**src/rtl/blkerr_pkg.sv**
```systemverilog
package blkerr_pkg;
    localparam int unsigned CNT_W    = 8;
    localparam int unsigned NUM_CNT  = 2;
    localparam int unsigned ADDR_W   = 3;
    // address map: tallies first, then limits, then the queue command
    localparam int unsigned ADR_CNT_BASE = 0;
    localparam int unsigned ADR_THR_BASE = ADR_CNT_BASE + NUM_CNT;
    localparam int unsigned ADR_QCMD     = ADR_THR_BASE + NUM_CNT;
endpackage

```
**src/rtl/blkerr_counter.sv**
```systemverilog
module blkerr_counter #(
    parameter int unsigned W = 8
) (
    input  logic         clk,
    input  logic         rst_n,
    input  logic [1:0]   inc,
    input  logic         clr,
    input  logic         fq,
    input  logic [W-1:0] thr,
    output logic [W-1:0] cnt,
    output logic         req,
    output logic [W-1:0] qdata
);
    localparam logic [W-1:0] CNT_MAX = {W{1'b1}};

    typedef struct packed {
        logic [W-1:0] cnt;
        logic         armed;
        logic         req;
        logic [W-1:0] qdata;
    } st_t;

    st_t st_d, st_q;

    logic [W-1:0] base_c;
    logic [W:0]   sum_c;
    logic [W-1:0] sat_c;
    logic         armed_c;
    logic         hit_c;

    always_comb begin
        // a read clears first; the same cycle's increment lands on zero
        base_c  = clr ? '0 : st_q.cnt;
        sum_c   = {1'b0, base_c} + (W+1)'(inc);
        sat_c   = sum_c[W] ? CNT_MAX : sum_c[W-1:0];
        armed_c = st_q.armed | clr;
        hit_c   = (inc != 2'd0) && armed_c && (sat_c >= thr);

        st_d       = st_q;
        st_d.cnt   = sat_c;
        st_d.armed = armed_c & ~hit_c;
        st_d.req   = hit_c | fq;
        if (hit_c || fq) begin
            st_d.qdata = sat_c;
        end
    end

    always_ff @(posedge clk) begin
        if (!rst_n) begin
            st_q.cnt   <= '0;
            st_q.armed <= 1'b1;
            st_q.req   <= 1'b0;
            st_q.qdata <= '0;
        end else begin
            st_q <= st_d;
        end
    end

    assign cnt   = st_q.cnt;
    assign req   = st_q.req;
    assign qdata = st_q.qdata;

    // without a clear the tally never steps by more than two
    p_step_r2: assert property (@(posedge clk) disable iff (!rst_n)
        !clr |=> (st_q.cnt - $past(st_q.cnt)) <= W'(2));

    // without a clear the tally never falls, so it cannot wrap
    p_no_wrap_r5: assert property (@(posedge clk) disable iff (!rst_n)
        !clr |=> st_q.cnt >= $past(st_q.cnt));

    // a read with no error in that cycle leaves the tally at zero
    p_clear_r6: assert property (@(posedge clk) disable iff (!rst_n)
        (clr && inc == 2'd0) |=> st_q.cnt == '0);

    // an alarm not caused by a command carries a value at or above the limit
    p_alarm_thr_r9: assert property (@(posedge clk) disable iff (!rst_n)
        (st_q.req && !$past(fq)) |-> st_q.qdata >= $past(thr));

    // a queue command always yields a request in the next cycle
    p_force_r10: assert property (@(posedge clk) disable iff (!rst_n)
        fq |=> st_q.req);
endmodule

```
**src/rtl/blkerr_thresholds.sv**
```systemverilog
module blkerr_thresholds #(
    parameter int unsigned W      = 8,
    parameter int unsigned N      = 2,
    parameter int unsigned AW     = 3,
    parameter int unsigned BASE   = 2
) (
    input  logic           clk,
    input  logic           rst_n,
    input  logic           wr,
    input  logic [AW-1:0]  addr,
    input  logic [W-1:0]   wdata,
    output logic [N*W-1:0] thr
);
    typedef struct packed {
        logic [N-1:0][W-1:0] lim;
    } st_t;

    st_t st_d, st_q;

    always_comb begin
        st_d = st_q;
        for (int i = 0; i < N; i++) begin
            if (wr && addr == AW'(BASE + i)) begin
                st_d.lim[i] = wdata;
            end
        end
    end

    always_ff @(posedge clk) begin
        if (!rst_n) begin
            st_q.lim <= '1;
        end else begin
            st_q <= st_d;
        end
    end

    assign thr = st_q.lim;

    // limits change only through a write strobe
    p_thr_hold_r8: assert property (@(posedge clk) disable iff (!rst_n)
        !wr |=> $stable(st_q.lim));
endmodule

```
**src/rtl/blkerr_monitor.sv**
```systemverilog
module blkerr_monitor
    import blkerr_pkg::*;
#(
    parameter int unsigned W = CNT_W
) (
    input  logic                  clk,
    input  logic                  rst_n,
    input  logic                  combine_mode,
    input  logic                  ne_err,
    input  logic                  fe_err,
    input  logic                  host_wr,
    input  logic                  host_rd,
    input  logic [ADDR_W-1:0]     host_addr,
    input  logic [W-1:0]          host_wdata,
    output logic [W-1:0]          host_rdata,
    output logic [NUM_CNT-1:0]    q_req,
    output logic [NUM_CNT*W-1:0]  q_data
);
    localparam logic [ADDR_W-1:0] A_QCMD = ADDR_W'(ADR_QCMD);

    logic [NUM_CNT-1:0][W-1:0] cnt_w;
    logic [NUM_CNT*W-1:0]      thr_w;
    logic [NUM_CNT-1:0]        clr_w;
    logic [NUM_CNT-1:0]        fq_w;

    blkerr_thresholds #(
        .W(W), .N(NUM_CNT), .AW(ADDR_W), .BASE(ADR_THR_BASE)
    ) u_thr (
        .clk   (clk),
        .rst_n (rst_n),
        .wr    (host_wr),
        .addr  (host_addr),
        .wdata (host_wdata),
        .thr   (thr_w)
    );

    for (genvar g = 0; g < NUM_CNT; g++) begin : g_cnt
        logic [1:0] inc;
        if (g == 0) begin : g_mix
            assign inc = {1'b0, ne_err} + {1'b0, fe_err & combine_mode};
        end else begin : g_far
            assign inc = {1'b0, fe_err};
        end
        assign clr_w[g] = host_rd && (host_addr == ADDR_W'(ADR_CNT_BASE + g));
        assign fq_w[g]  = host_wr && (host_addr == A_QCMD) && host_wdata[g];

        blkerr_counter #(.W(W)) u_cnt (
            .clk   (clk),
            .rst_n (rst_n),
            .inc   (inc),
            .clr   (clr_w[g]),
            .fq    (fq_w[g]),
            .thr   (thr_w[g*W +: W]),
            .cnt   (cnt_w[g]),
            .req   (q_req[g]),
            .qdata (q_data[g*W +: W])
        );
    end

    typedef struct packed {
        logic [W-1:0] rdata;
    } rd_st_t;

    rd_st_t rd_d, rd_q;
    logic [W-1:0] sel_c;

    always_comb begin
        sel_c = '0;
        for (int i = 0; i < NUM_CNT; i++) begin
            if (host_addr == ADDR_W'(ADR_CNT_BASE + i)) sel_c = cnt_w[i];
            if (host_addr == ADDR_W'(ADR_THR_BASE + i)) sel_c = thr_w[i*W +: W];
        end
        rd_d = rd_q;
        if (host_rd) begin
            rd_d.rdata = sel_c;
        end
    end

    always_ff @(posedge clk) begin
        if (!rst_n) begin
            rd_q.rdata <= '0;
        end else begin
            rd_q <= rd_d;
        end
    end

    assign host_rdata = rd_q.rdata;

    // read data holds between read strobes
    p_rdata_hold_r6: assert property (@(posedge clk) disable iff (!rst_n)
        !host_rd |=> $stable(host_rdata));

    // no request can be pending in the first cycle after reset
    p_reset_idle_r1: assert property (@(posedge clk)
        !rst_n |=> q_req == '0);
endmodule

```
**config.mk**
```make
export PLATFORM = sky130hd
export DESIGN_NAME = blkerr_monitor
export DESIGN_NICKNAME = d
export VERILOG_FILES = /design/src/rtl/blkerr_pkg.sv /design/src/rtl/blkerr_counter.sv /design/src/rtl/blkerr_thresholds.sv /design/src/rtl/blkerr_monitor.sv
export SDC_FILE = /design/constraint.sdc
export NUM_CORES = 1
export LEC_CHECK = 0
export BUFFER_PORTS_ARGS = -buffer_cell sky130_fd_sc_hd__buf_2
export CAP_MARGIN = 20
export CELL_PAD_IN_SITES_DETAIL_PLACEMENT = 2
export CELL_PAD_IN_SITES_GLOBAL_PLACEMENT = 2
export CORE_ASPECT_RATIO = 1.75
export CORE_UTILIZATION = 32
export DETAILED_ROUTE_END_ITERATION = 8
export PLACE_DENSITY_LB_ADDON = 0.1
export SETUP_SLACK_MARGIN = 0.5
export SLEW_MARGIN = 20
export SYNTH_ARGS = -nofsm -noshare
export SYNTH_HDL_FRONTEND = slang
export SYNTH_SLANG_ARGS = --single-unit
```
**constraint.sdc**
```tcl
create_clock -name clk -period 3.81 [get_ports clk]
set_input_delay 0.381 -clock clk [delete_from_list [all_inputs] [get_ports clk]]
set_output_delay 0.381 -clock clk [all_outputs]
set_load 0.02 [all_outputs]
```
Yosys cells after proc, flatten, opt, wreduce, memory -nomap -nowiden
Index checks and enable logic that the tools add are counted.
Widths: inputs -> output; s select.
{"block": "totals", "regBits": 60, "output_inout_bits": 26, "inputBits": 18}
{"block": "op_classes", "add_sub_neg": 3, "reduce_logical": 15, "eq_ne": 4, "bitwise_logic": 9, "muxes": 8, "order_cmp": 2}
{"operator": "$mux 8", "count": 8}
{"operator": "$ge 8x8->1", "count": 2}
{"operator": "$logic_and 1x1->1", "count": 11}
{"operator": "$add 8x1->9", "count": 1}
{"operator": "$add 8x2->9", "count": 1}
{"operator": "$eq 3x2->1 const B", "count": 2}
{"operator": "$or 1x1->1", "count": 4}
{"operator": "$and 1x1->1", "count": 3}
{"operator": "$eq 3x1->1 const B", "count": 1}
{"operator": "$eq 3x3->1 const B", "count": 1}
{"operator": "$logic_not 3->1", "count": 1}
{"operator": "$add 1x1->2", "count": 1}
{"operator": "$logic_or 1x1->1", "count": 2}
{"operator": "$not 1->1", "count": 2}
{"operator": "$reduce_bool 2->1", "count": 1}

Longest topological paths before layout
{"block": "depth", "depth_word": 9, "depth_mapped": 16, "depth_no_buf": 14}

By module
Synthesis repeated with hierarchy kept, for this count alone.
{"block": "hier_totals", "cells_unflattened": 382, "hier_area_um2": 3636.0}
{"mod": "blkerr_counter", "area_each_um2": 1204.9, "cells_each": 139, "seq_area_each_um2": 360.3, "n_inst": 2}
{"mod": "blkerr_thresholds", "area_each_um2": 703.2, "cells_each": 65, "seq_area_each_um2": 320.3, "n_inst": 1}
{"mod": "blkerr_monitor", "area_each_um2": 523.0, "cells_each": 39, "seq_area_each_um2": 160.2, "n_inst": 1}

Worst setup path after synthesis
OpenSTA, ideal clock, no wires.
{"block": "synth_timing", "path_type": "input to register", "startpoint": "in host_rd", "endpoint": "reg g_cnt[0].u_cnt.qdata[0] (netlist name)", "slack_ns": -0.052, "t_arrival_ns": 3.741, "required_ns": 3.689, "setup_ns": 0.121, "stages": 16, "path_buffers": 2, "cell_sequence": "buf_2 or4b_2 and2_1 ha_1 inv_1 fa_1 and3b_1 nor3b_1 nor2_1 ha_1 nand2b_1 a2111oi_0 a211o_1 o311a_1 buf_6 mux2_4"}
{"block": "synth_between", "elab_chain_len": 7}
{"element": "start: declaration", "line_no": "blkerr_monitor.sv:12", "text": "input logic host_rd,"}
{"element": "$logic_and 1x1->1 *", "line_no": "blkerr_monitor.sv:44", "text": "assign clr_w[g] = host_rd && (host_addr == ADDR_W'(ADR_CNT_BASE + g));"}
{"element": "$mux 8", "line_no": "blkerr_counter.sv:33", "text": "base_c = clr ? '0 : st_q.cnt;"}
{"element": "$add 8x2->9", "line_no": "blkerr_counter.sv:34", "text": "sum_c = {1'b0, base_c} + (W+1)'(inc);"}
{"element": "$mux 8", "line_no": "blkerr_counter.sv:35", "text": "sat_c = sum_c[W] ? CNT_MAX : sum_c[W-1:0];"}
{"element": "$ge 8x8->1", "line_no": "blkerr_counter.sv:37", "text": "hit_c = (inc != 2'd0) && armed_c && (sat_c >= thr);"}
{"element": "$logic_and 1x1->1", "line_no": "blkerr_counter.sv:37"}
{"element": "$logic_or 1x1->1", "line_no": "blkerr_counter.sv:43", "text": "if (hit_c || fq) begin"}
Mark *: on every way between the ends. The rest lies on a longest branch, timed or not.
A chain may end at the register's enable or synchronous reset.

Worst setup path in the final report
{"block": "layout_timing", "startpoint": "in host_addr[2]", "endpoint": "reg g_cnt[0].u_cnt.qdata[0] (netlist name)"}
{"block": "layout_between", "elab_chain_len": 8}
{"element": "start: declaration", "line_no": "blkerr_monitor.sv:13", "text": "input logic [ADDR_W-1:0] host_addr,"}
{"element": "$logic_not 3->1", "line_no": "blkerr_monitor.sv:44"}
{"element": "$logic_and 1x1->1", "line_no": "blkerr_monitor.sv:44"}
{"element": "$mux 8", "line_no": "blkerr_counter.sv:33"}
{"element": "$add 8x2->9", "line_no": "blkerr_counter.sv:34"}
{"element": "$mux 8", "line_no": "blkerr_counter.sv:35"}
{"element": "named net g_cnt[0].u_cnt.sat_c[6]", "line_no": "blkerr_counter.sv:27", "text": "logic [W-1:0] sat_c;"}
{"element": "$ge 8x8->1", "line_no": "blkerr_counter.sv:37"}
{"element": "$logic_and 1x1->1", "line_no": "blkerr_counter.sv:37"}
{"element": "$logic_or 1x1->1", "line_no": "blkerr_counter.sv:43"}
The timed path passes the listed nets, and every way through them passes these cells.

==> key figures <==
Pwr
  – PD cells: 399 nW/um^2
  – Maximum vdd drop: 0.231 mV
  – Leakage: 2.12 nW

Hold path
  – Hold Crit Depth: 3
  – Worst hold path class: in -> reg
  – Hold EP: u_thr.thr[5]$_SDFFE_PN1P_
  – Min-delay src: host_wdata[5]

Clock tree
  – H-tree levels: 3
  – Root buffer cell: clkbuf_16
  – CTS Buf Count: 9
  – Max clock buf depth: 2
  – CTS tree: yes
  – CTS sink count: 60
  – Later-pin clock latency in the skew report: 0.34 ns
  – Cts hold-fix bufs: 0
  – Clock transition at path regs: 0.05 ns

STA
  – Fmax: 303 MHz
  – Tcrit/Tclk final: 86.5%
  – Fin Clk Skew: 0.00469 ns
  – RSZ-0062 raised after global routing: yes
  – Worst hold slack: 0.298 ns
  – Worst-margin pin slew: 0.707 ns
  – Max-slew violations: 0
  – Final hold viol count: 0
  – Setup-failing EPs final: 0
  – Relative slew slack: 52.5%
  – Worst setup margin: 0.513 ns
  – Min Tclk post-route: 3.30 ns

Floorplanning
  – Die H: 138 um
  – Row count: 49
  – Core Area: 10200 um^2
  – Initial core utilization: 33.0%
  – Width of the die: 79.6 um
  – Die area: 11000 um^2
  – # IOs: 44

Global routing
  – GRT overflow: 0
  – Initial antenna violation count: 0
  – Global-route wire length before repair: 17100 um
  – Overall Global Routing Usage: 21.6%
  – Number of global-route vias before repair: 3261
  – Largest net degree at the start of global routing: 47

Final layout
  – Layout Area Growth over Synthesis: 25.3%
  – Most frequent cells in the layout: dfxtp_1 (60), nand2_1 (45), buf_2 (40), inv_1 (35), nor2_1 (32)
  – Share of cells above drive strength 1: 28.4%
  – Ant. Diodes: 0
  – Final core occ: 41.3%
  – Cell Count, Final, Fillers Out: 557
  – Final-stage net count: 467
  – Fin area: 4230 um^2
  – Commonest non-fill, non-tap cell in the layout: dfxtp_1

Logic synthesis
  – Yosys warns: 0
  – Post-synth EDFFs: 0
  – Post-Syn Nets: 429
  – Netlist Area Pre-Place: 3370 um^2
  – Async S/R FF share, synth: 0%
  – Post-Syn Instances: 388
  – Synth cell types: 57
  – Syn_area_per_cell: 8.70 um^2
  – Predominant post-synthesis flop cell: dfxtp_1
  – Yosys reg bits: 60
  – Sequential share of the synthesized area: 35.6%

Place
  – Detail Placement HPWL: 8490 um
  – Post-Place Worst Slack: -0.0293 ns
  – Post-placement cell area: 3770 um^2
  – RePlAce Congestion: 0.907
  – Placed Cells: 536
  – IO buf count: 43

Job
  – Max_cap viols: 0

Setup path
  – Worst setup path category: in -> reg
  – Worst endpoint required time: 4.03 ns
  – CP Capture Type: register
  – Reg2reg start: g_cnt[0].u_cnt.cnt[0]$_SDFF_PN0_
  – CP startpoint kind: input pin
  – Reg-to-reg endpoint: g_cnt[0].u_cnt.qdata[0]$_SDFFE_PN0P_
  – R2R depth: 13
  – R2R setup slack: 0.58 ns
  – Arr. time, crit path: 3.52 ns
  – Crit-path max FO: 3

Drt
  – Vias per Instance: 5.15
  – Drt initial violations: 48
  – Routed Antenna Nets: 0
  – Vias: 2866
  – 1st-pass router iterations: 4
  – DRC: 0
  – Routed length per placed instance: 19.8 um
  – Final wirelength: 11000 um

Outcome
  – Outcome: complete, no violations
synthesized netlist by cell type (3+ instances only):
| library cell | instances | area, um^2 |
|---|---|---|
| nor2_1 | 33 | 124 |
| nand2b_1 | 4 | 25.0 |
| a21o_1 | 4 | 30.0 |
| a41o_1 | 3 | 30.0 |
| ha_1 | 22 | 275 |
| a211oi_1 | 9 | 67.6 |
| nand3_1 | 3 | 15.0 |
| a31oi_1 | 3 | 18.8 |
| buf_4 | 18 | 135 |
| a21oi_1 | 18 | 90.1 |
| o21ai_0 | 4 | 20.0 |
| nand4_1 | 3 | 18.8 |
| nand2_1 | 47 | 176 |
| o211ai_1 | 16 | 120 |
| and2_1 | 9 | 56.3 |
| and3_1 | 3 | 18.8 |
| buf_2 | 3 | 15.0 |
| a2bb2oi_1 | 8 | 70.1 |
| nor3_1 | 7 | 35.0 |
| mux2_2 | 6 | 67.6 |
| clkbuf_1 | 12 | 45.0 |
| mux2i_1 | 19 | 190 |
| inv_1 | 36 | 135 |
| dfxtp_1 | 60 | 1200 |
worst max-delay path, stage by stage:
cell and delay (ns):
buf_6 0.10, or4b_4 0.57, and2_4 0.17, ha_4 0.15, inv_2 0.05, fa_2 0.20, buf_4 0.12, inv_1 0.06
a31oi_1 0.16, nor3_1 0.08, ha_1 0.38, a21o_1 0.19, a21oi_2 0.08, or3_1 0.34, o311a_4 0.17, mux2_4 0.30
layer usage:
| layer | GRT usage (%) | wire length, um | up-vias |
|---|---|---|---|
| li1 | - | - | 1405 |
| met1 | 19.5 | 3800 | 1406 |
| met2 | 44.0 | 6630 | 36 |
| met3 | 3.77 | 215 | 19 |
| met4 | 11.0 | 364 | 0 |
| met5 | 0 | 0 | - |
cell type report:
type                    instances  area [um^2]
fillers                      1153         6010
multi-input cells             256         2040
flip-flops and latches         60         1200
repair buffers                 63          399
clock buffers                  14          284
well taps                     127          159
inverters                      36          135
clock inverters                 1         5.00
state kept, by name, indices dropped and copies added, names as in the netlist:
signal	cells
g_cnt.u_cnt.cnt	16
g_cnt.u_cnt.qdata	16
g_cnt.u_cnt.req	2
g_cnt.u_cnt.st_q	2
host_rdata	8
u_thr.thr	16
worst max-delay path by stage:
| stage | slack, ns | from | end | cells past startpoint |
|---|---|---|---|---|
| 2_1_floorplan | 0.26 | host_addr[1] | g_cnt[0].u_cnt.qdata[0]$_SDFFE_PN0P_ | 16 |
| 3_3_place_gp | 0.04 | host_addr[0] | g_cnt[0].u_cnt.qdata[3]$_SDFFE_PN0P_ | 15 |
| 3_5_place_dp | -0.03 | host_addr[0] | g_cnt[0].u_cnt.qdata[3]$_SDFFE_PN0P_ | 15 |
| 4_1_cts | 0.50 | host_addr[2] | g_cnt[0].u_cnt.qdata[3]$_SDFFE_PN0P_ | 16 |
| 5_1_grt | 0.37 | host_addr[2] | g_cnt[0].u_cnt.qdata[0]$_SDFFE_PN0P_ | 15 |
| 6_report | 0.51 | host_addr[2] | g_cnt[0].u_cnt.qdata[0]$_SDFFE_PN0P_ | 16 |
per-stage QoR:
stage	setup TNS (ns)	power (mW)
2_1_floorplan	0	0.829
3_3_place_gp	0	0.888
3_5_place_dp	-0.0400	0.897
4_1_cts	0	1.71
5_1_grt	0	1.76
6_report	0	1.69
cell families (layout without fill, tap and decap cells):
group,Yosys count,after routing,share of synthesized area [%]
AOI/OAI and AO/OA,79,79,17.5
DFF,60,60,35.6
and+or+nand+nor,127,127,19.3
buffers and inverters,72,114,10.6
muxes,26,26,8.08
xor gates and xnor gates,1,1,0.260
adders and majority gates,23,23,8.75
report_power, final:
group          internal, mW  total [mW]  switching [mW]
Sequential            0.647       0.660          0.0132
Combinational         0.107       0.236           0.128
Clock                 0.506       0.792           0.286
what timing repair did:
action,in CTS,in global routing
pin swaps,11,4
buffers inserted,2,4
endpoints found under the setup margin,9,18
gates resized for setup,9,17
Power figures use the tool's default switching activity.
